## config.mk

```make
export PLATFORM = sky130hd
export DESIGN_NAME = pae_walker
export DESIGN_NICKNAME = d
export VERILOG_FILES = /design/src/rtl/pw_pkg.sv /design/src/rtl/pw_index.sv /design/src/rtl/pw_rights.sv /design/src/rtl/pae_walker.sv
export SDC_FILE = /design/constraint.sdc
export NUM_CORES = 1
export LEC_CHECK = 0
export ABC_AREA = 1
export BUFFER_PORTS_ARGS = -buffer_cell sky130_fd_sc_hd__buf_2
export CAP_MARGIN = 15
export CORE_MARGIN = 5
export CORE_UTILIZATION = 32
export DETAILED_ROUTE_END_ITERATION = 6
export MAX_ROUTING_LAYER = met4
export PLACE_DENSITY = 0.5
export SLEW_MARGIN = 0
export SYNTH_ARGS = -nofsm -noshare
export SYNTH_HDL_FRONTEND = slang
export SYNTH_SLANG_ARGS = --single-unit
```

## constraint.sdc

```tcl
create_clock -name clk -period 3.3 [get_ports clk]
set_clock_uncertainty 0.1 [all_clocks]
set_input_delay 0.165 -clock clk [delete_from_list [all_inputs] [get_ports clk]]
set_output_delay 0.165 -clock clk [all_outputs]
set_load 0.1 [all_outputs]
```

## src/rtl/pw_pkg.sv

```systemverilog
package pw_pkg;
   typedef enum logic [1:0] {ACC_READ = 2'd0, ACC_WRITE = 2'd1, ACC_FETCH = 2'd2} acc_e;

   // entry flag positions
   localparam int unsigned F_PRES  = 0;
   localparam int unsigned F_RW    = 1;
   localparam int unsigned F_US    = 2;
   localparam int unsigned F_ACC   = 5;
   localparam int unsigned F_DIRTY = 6;
   localparam int unsigned F_BIG   = 7;
   localparam int unsigned F_NOX   = 63;

   // error code positions
   localparam int unsigned E_PROT  = 0;
   localparam int unsigned E_WR    = 1;
   localparam int unsigned E_USR   = 2;
   localparam int unsigned E_RSV   = 3;
   localparam int unsigned E_INST  = 4;

   typedef struct packed {
      logic x;
      logic u;
      logic w;
   } rights_t;
endpackage

```

## src/rtl/pw_index.sv

```systemverilog
module pw_index #(
   parameter int PA_W   = 40,
   parameter int LEVELS = 4
) (
   input  logic [35:0]                 vpn,
   input  logic [PA_W-1:0]             base,
   input  logic [$clog2(LEVELS)-1:0]   lvl,
   input  logic                        legacy_top,
   input  logic [PA_W-1:0]             a20,
   output logic [PA_W-1:0]             addr
);
   logic [8:0] idx [LEVELS];
   logic [8:0] sel;

   for (genvar g = 0; g < LEVELS; g++) begin : g_idx
      assign idx[g] = vpn[9*g +: 9];
   end

   always_comb begin
      sel  = legacy_top ? {7'd0, vpn[19:18]} : idx[lvl];
      addr = (base + {{(PA_W-12){1'b0}}, sel, 3'b000}) & a20;
   end
endmodule

```

## src/rtl/pw_rights.sv

```systemverilog
module pw_rights
   import pw_pkg::*;
(
   input  rights_t rt,
   input  logic    is_write,
   input  logic    is_fetch,
   input  logic    user,
   input  logic    wp,
   input  logic    dirty_after,
   output logic    prot_fault,
   output logic    perm_w
);
   always_comb begin
      prot_fault = (is_fetch && !rt.x) || (user && !rt.u) ||
                   (is_write && !rt.w && (user || wp));
      perm_w     = dirty_after && (rt.w || (!user && !wp));
   end
endmodule

```

## src/rtl/pae_walker.sv

```systemverilog
module pae_walker
   import pw_pkg::*;
#(
   parameter int PA_W = 40
) (
   input  logic            clk,
   input  logic            rst_n,
   input  logic            start,
   input  logic [63:0]     va,
   input  logic [1:0]      acc,
   input  logic            user,
   input  logic [PA_W-1:0] cr3,
   input  logic            wp,
   input  logic            nxe,
   input  logic            lma,
   input  logic [PA_W-1:0] a20_mask,
   output logic            busy,
   output logic            done,
   output logic            fault,
   output logic            gpf,
   output logic [4:0]      err_code,
   output logic [PA_W-1:0] pa,
   output logic            perm_w,
   output logic            perm_x,
   output logic            perm_u,
   input  logic            res_ack,
   output logic            mem_req,
   output logic            mem_we,
   output logic [PA_W-1:0] mem_addr,
   output logic [63:0]     mem_wdata,
   input  logic [63:0]     mem_rdata,
   input  logic            mem_ack
);
   localparam int LEVELS = 4;
   localparam int LW     = $clog2(LEVELS);
   localparam logic [63:0] ENT_KEEP = (64'd1 << 63) | ((64'd1 << PA_W) - 64'd1);

   if (PA_W < 32 || PA_W > 52) begin : g_bad_pa_w
      $error("pae_walker: PA_W out of range");
   end

   typedef enum logic [2:0] {S_IDLE, S_READ, S_CHECK, S_WBACK, S_DONE} st_e;
   st_e             st;
   logic [47:0]     va_q;
   logic            wr_q, fe_q, user_q, wp_q, nxe_q, leaf_q, top_q;
   logic [PA_W-1:0] a20_q, base_q, eaddr_q, ent_addr;
   logic [LW-1:0]   lvl_q;
   logic [63:0]     ent_q, wdata_q;
   rights_t         rt_q, rt_new;
   logic            canon, leaf, nx_bad, prot_f, pw_new, need_wb;
   logic [4:0]      code_base;
   logic [PA_W-1:0] pa_new;

   pw_index #(.PA_W(PA_W), .LEVELS(LEVELS)) u_index (
      .vpn(va_q[47:12]), .base(base_q), .lvl(lvl_q),
      .legacy_top(top_q), .a20(a20_q), .addr(ent_addr));

   pw_rights u_rights (
      .rt(rt_new), .is_write(wr_q), .is_fetch(fe_q), .user(user_q), .wp(wp_q),
      .dirty_after(ent_q[F_DIRTY] | wr_q), .prot_fault(prot_f), .perm_w(pw_new));

   always_comb begin
      canon  = (&va[63:47]) || !(|va[63:47]);
      rt_new = top_q ? rt_q : '{x: rt_q.x & ~ent_q[F_NOX],
                                 u: rt_q.u & ent_q[F_US],
                                 w: rt_q.w & ent_q[F_RW]};
      leaf   = (lvl_q == LW'(0)) || (lvl_q == LW'(1) && ent_q[F_BIG]);
      nx_bad = ent_q[F_NOX] && !nxe_q && !top_q;
      code_base           = '0;
      code_base[E_WR]     = wr_q;
      code_base[E_USR]    = user_q;
      code_base[E_INST]   = fe_q && nxe_q;
      need_wb = !ent_q[F_ACC] || (wr_q && !ent_q[F_DIRTY]);
      if (lvl_q == LW'(1))
         pa_new = ({ent_q[PA_W-1:21], 21'd0} & a20_q) | {{(PA_W-21){1'b0}}, va_q[20:0]};
      else
         pa_new = ({ent_q[PA_W-1:12], 12'd0} & a20_q) | {{(PA_W-12){1'b0}}, va_q[11:0]};
   end

   always_ff @(posedge clk or negedge rst_n) begin
      if (!rst_n) begin
         st <= S_IDLE;  va_q <= '0;  wr_q <= 1'b0;  fe_q <= 1'b0;
         user_q <= 1'b0;  wp_q <= 1'b0;  nxe_q <= 1'b0;  leaf_q <= 1'b0;
         top_q <= 1'b0;  a20_q <= '0;  base_q <= '0;  eaddr_q <= '0;
         lvl_q <= '0;  ent_q <= '0;  wdata_q <= '0;  rt_q <= '0;
         fault <= 1'b0;  gpf <= 1'b0;  err_code <= '0;  pa <= '0;
         perm_w <= 1'b0;  perm_x <= 1'b0;  perm_u <= 1'b0;
      end else begin
         case (st)
            S_IDLE: if (start) begin
               va_q   <= va[47:0];
               wr_q   <= (acc == ACC_WRITE);
               fe_q   <= (acc == ACC_FETCH);
               user_q <= user;  wp_q <= wp;  nxe_q <= nxe;  a20_q <= a20_mask;
               fault <= 1'b0;  gpf <= 1'b0;  err_code <= '0;  pa <= '0;
               perm_w <= 1'b0;  perm_x <= 1'b0;  perm_u <= 1'b0;
               leaf_q <= 1'b0;  rt_q <= '1;
               if (lma && !canon) begin
                  gpf <= 1'b1;
                  st  <= S_DONE;
               end else begin
                  base_q <= lma ? {cr3[PA_W-1:12], 12'd0} : {cr3[PA_W-1:5], 5'd0};
                  lvl_q  <= lma ? LW'(3) : LW'(2);
                  top_q  <= !lma;
                  st     <= S_READ;
               end
            end
            S_READ: if (mem_ack) begin
               eaddr_q <= ent_addr;
               ent_q   <= mem_rdata & ENT_KEEP;
               st      <= S_CHECK;
            end
            S_CHECK: begin
               if (!ent_q[F_PRES]) begin
                  fault <= 1'b1;  err_code <= code_base;  st <= S_DONE;
               end else if (nx_bad) begin
                  fault    <= 1'b1;
                  err_code <= code_base | 5'(1 << E_PROT) | 5'(1 << E_RSV);
                  st       <= S_DONE;
               end else if (!leaf) begin
                  rt_q   <= rt_new;
                  base_q <= {ent_q[PA_W-1:12], 12'd0};
                  lvl_q  <= lvl_q - LW'(1);
                  top_q  <= 1'b0;
                  if (!ent_q[F_ACC] && !top_q) begin
                     wdata_q <= ent_q | (64'd1 << F_ACC);
                     st      <= S_WBACK;
                  end else begin
                     st <= S_READ;
                  end
               end else if (prot_f) begin
                  fault <= 1'b1;  err_code <= code_base | 5'(1 << E_PROT);  st <= S_DONE;
               end else begin
                  pa     <= pa_new;
                  perm_w <= pw_new;  perm_x <= rt_new.x;  perm_u <= rt_new.u;
                  leaf_q <= 1'b1;
                  wdata_q <= ent_q | (64'd1 << F_ACC) | (wr_q ? (64'd1 << F_DIRTY) : 64'd0);
                  st     <= need_wb ? S_WBACK : S_DONE;
               end
            end
            S_WBACK: if (mem_ack) st <= leaf_q ? S_DONE : S_READ;
            S_DONE:  if (res_ack) st <= S_IDLE;
            default: st <= S_IDLE;
         endcase
      end
   end

   always_comb begin
      busy      = (st == S_READ) || (st == S_CHECK) || (st == S_WBACK);
      done      = (st == S_DONE);
      mem_req   = (st == S_READ) || (st == S_WBACK);
      mem_we    = (st == S_WBACK);
      mem_addr  = (st == S_WBACK) ? eaddr_q : ent_addr;
      mem_wdata = wdata_q;
   end
endmodule

```

==> flow_summary.ini <==
[status]
status = complete, but fails checks
violations = negative setup slack

[sta]
setup_ws_ps = -99.4
slew_headroom_pct = 42.4
max_freq_ghz = 0.294
fin_crit_ps = 3400
slew_viol_final = 0
fin_crit_sh_pct = 103
tightest_slew_ps = 864
finalHoldViolations = 0
rsz0062_at_grt = yes
fin_setup_tns_ps = -855
setup_viol_count_final = 19

[synth]
postSynth.asyncResetShare_pct = 100
ys_seq_elements = 304
yosys.area.top_type = dfrtp_1
synth_area_um2 = 14800
synth_edf_count = 0
syn_inst = 1887
syn_avg_cell_area_um2 = 7.83
yosysSeqAreaShare_pct = 51.5
synth_flop_cell = dfrtp_1
yosysTopAreaCellShare_pct = 51.5
synth_area_leaders = dfrtp_1 (51%), nand2_1 (20%), o21ai_0 (5.6%), inv_1 (4.0%), nand4_1 (2.4%)
ys_warn_count = 0
ys_types = 44

[clock_network]
worstSkewPairLatency_ps = 550
clockBufferDepth = 3
htreeDepth = 2
clock-root-buffer = clkbuf_16
tritoncts = yes
clk_transition_reported_paths_ps = 60
cts_buffers = 38
clock-sinks = 304

[routing]
vias = 14400
drt-initial-drc-count = 895
drt-vias-per-instance = 4.76
wl_per_cell_um = 18.3
drt_pass1_iterations = 5
ant_nets = 0
wirelength_um = 55500
remaining_drc_errors = 0

[power]
clkPwrFrac_pct = 17.6
p_sw_mw = 11.8
p_comb_share_pct = 53.0
p_seq_share_pct = 29.3
pwr_density_cell_nw_per_um2 = 1060
swShare_pct = 51.2
p_leak_nw = 10.9
intPower_mw = 11.2
max-vdd-ir-drop_v = 0.00112

[global_routing]
antenna_found_initial = 1
grt_first_pass_wirelength_um = 85300
track_usage_pct = 22.2
grt_max_degree = 82
grt_pass1_vias = 14600
overflow = 0

[placement]
dp_hpwl_um = 39400
dp_cells = 2751
placed_area_um2 = 17600
port_buffers = 319
place_ws_ps = 169
globalplace.congestion = 0.908

[die]
dieArea_um2 = 50600
fp.dieH_um = 225
rows = 78
die_w_um = 225
num_io_pins = 377
fp.coreArea_um2 = 45600
start_util_pct = 32.4

[run]
maxCapViolCount = 0

[finish]
final_cell_mix = nand2_1 (711), dfrtp_1 (303), buf_2 (281)
design_area_um2 = 21700
final_common_cell = nand2_1
final_nets = 2634
fin_cells = 3029
synthToLayoutAreaGrowth_pct = 47.1
drive_above_1_share_pct = 27.2

[setup_path]
crit_chain = buf_6 -> buf_6 -> nor2_4 -> nor2_1 -> o21ai_1 -> a21oi_2 -> ha_4 -> nand2_8 -> nor2_4 -> nor2_4 -> nand2_4 -> buf_6 -> nand2_2 -> nand2_2 -> nand3_2 -> o21ai_4 -> buf_12
reg2reg_slack_ps = 50
worstSetupPathType = reg -> out
cp_max_fo = 5
end_kind = output port
crit_arrival_ps = 3130
critPathSlowestCell = dfrtp_2
worstPathRequired_ps = 3030
critPathMaxStageDelay_ps = 450
worst_setup_path_start_kind = flop

[worst_hold_path]
holdCritPathClass = in -> reg
## layout make-up
cell class              count  area, µm²
diodes                      1       2.50
clock buffers              55       1100
fillers                  4407      23800
clock inverters             8       78.8
well taps                 600        751
repair buffers            564       4600
multi-input cells        1332       6970
inverters                 165        628
flip-flops and latches    304       7610
## synth_stat cells, types with 8 or more instances
library cell,n
clkbuf_1,38
buf_6,8
nand2_1,774
ha_1,9
dfrtp_1,304
o22ai_2,19
nand3_1,63
nor3_1,9
o21ai_0,165
a21oi_1,17
buf_2,24
o21ai_1,50
buf_4,37
nand3b_1,8
nor2_1,89
inv_1,156
nand4_1,57
## sequential cells by signal (all words and copies together) (netlist names), 2 cells and up
signal     flops
va_q          48
ent_q         41
mem_wdata     41
pa            40
a20_q         37
eaddr_q       37
base_q        35
err_code       5
rt_q           3
st             3
lvl_q          2
## power groups by stage
stage / Combinational (mW) / Sequential, mW / Clock, mW
final: 12.2 / 6.74 / 4.05
after global routing: 13.1 / 6.93 / 4.31
after CTS: 11.8 / 6.69 / 4.16
after detailed placement: 10.8 / 6.68 / 0
after global placement: 10.8 / 6.65 / 0
after floorplan: 5.59 / 8.52 / 0
## critical path, delay by kind of cell, from the launching register on
| kind | cells | cell delay (ps) |
|---|---|---|
| AOI/OAI and AO/OA | 3 | 430 |
| adders and majority gates | 1 | 360 |
| buffers and inverters | 4 | 590 |
| DFF | 1 | 450 |
| and+or+nand+nor | 9 | 740 |
## metrics by stage
step | total power, mW | hold WS (ps) | utilization [%]
detailed placement | 17.5 | 91.5 | 38.6
finish | 23.0 | 64.6 | 47.7
global route | 24.3 | 104 | 47.7
floorplan | 14.1 | -231 | -
CTS | 22.6 | 50.8 | 46.6
global placement | 17.4 | 87.0 | 38.6
## path summary, 6_finish.rpt
path / cells after the start / from / end
max in group asynchronous: 3 / rst_n / pa[13]
worst max-delay path: 17 / lvl_q[0] / mem_addr[28]
min in group asynchronous: 2 / rst_n / va_q[7]
worst min register to register: 1 / mem_wdata[5] / mem_wdata[5]
worst max register to register: 25 / lvl_q[0] / eaddr_q[29]
worst min-delay path: 5 / va[63] / gpf
## logic make-up after synthesis
kind of cell,share of synthesized area (%)
compound gates,10.6
fa+ha+maj,0.898
buf+inv,8.66
flops,51.5
other cells,0.0254
simple gates,28.3
## timing repair
| item | in CTS | in global routing |
|---|---|---|
| gates cloned | 1 | 0 |
| setup endpoints to repair | 32 | 35 |
| setup buffers | 24 | 9 |
| hold buffers | 181 | 0 |
| pin swaps | 45 | 64 |
| hold endpoints to repair | 246 | 0 |
| gates resized for setup | 146 | 106 |
## routing by layer
layer / track usage, % / vias to the layer above / share of wire (%)
met1: 29.6 / 6903 / 45
met3: 3.78 / 92 / 5.4
met2: 35.0 / 409 / 47
met4: 6.48 / 0 / 2.8
li1: - / 7011 / -
met5: - / - / 0
Power figures use the tool's default switching activity.
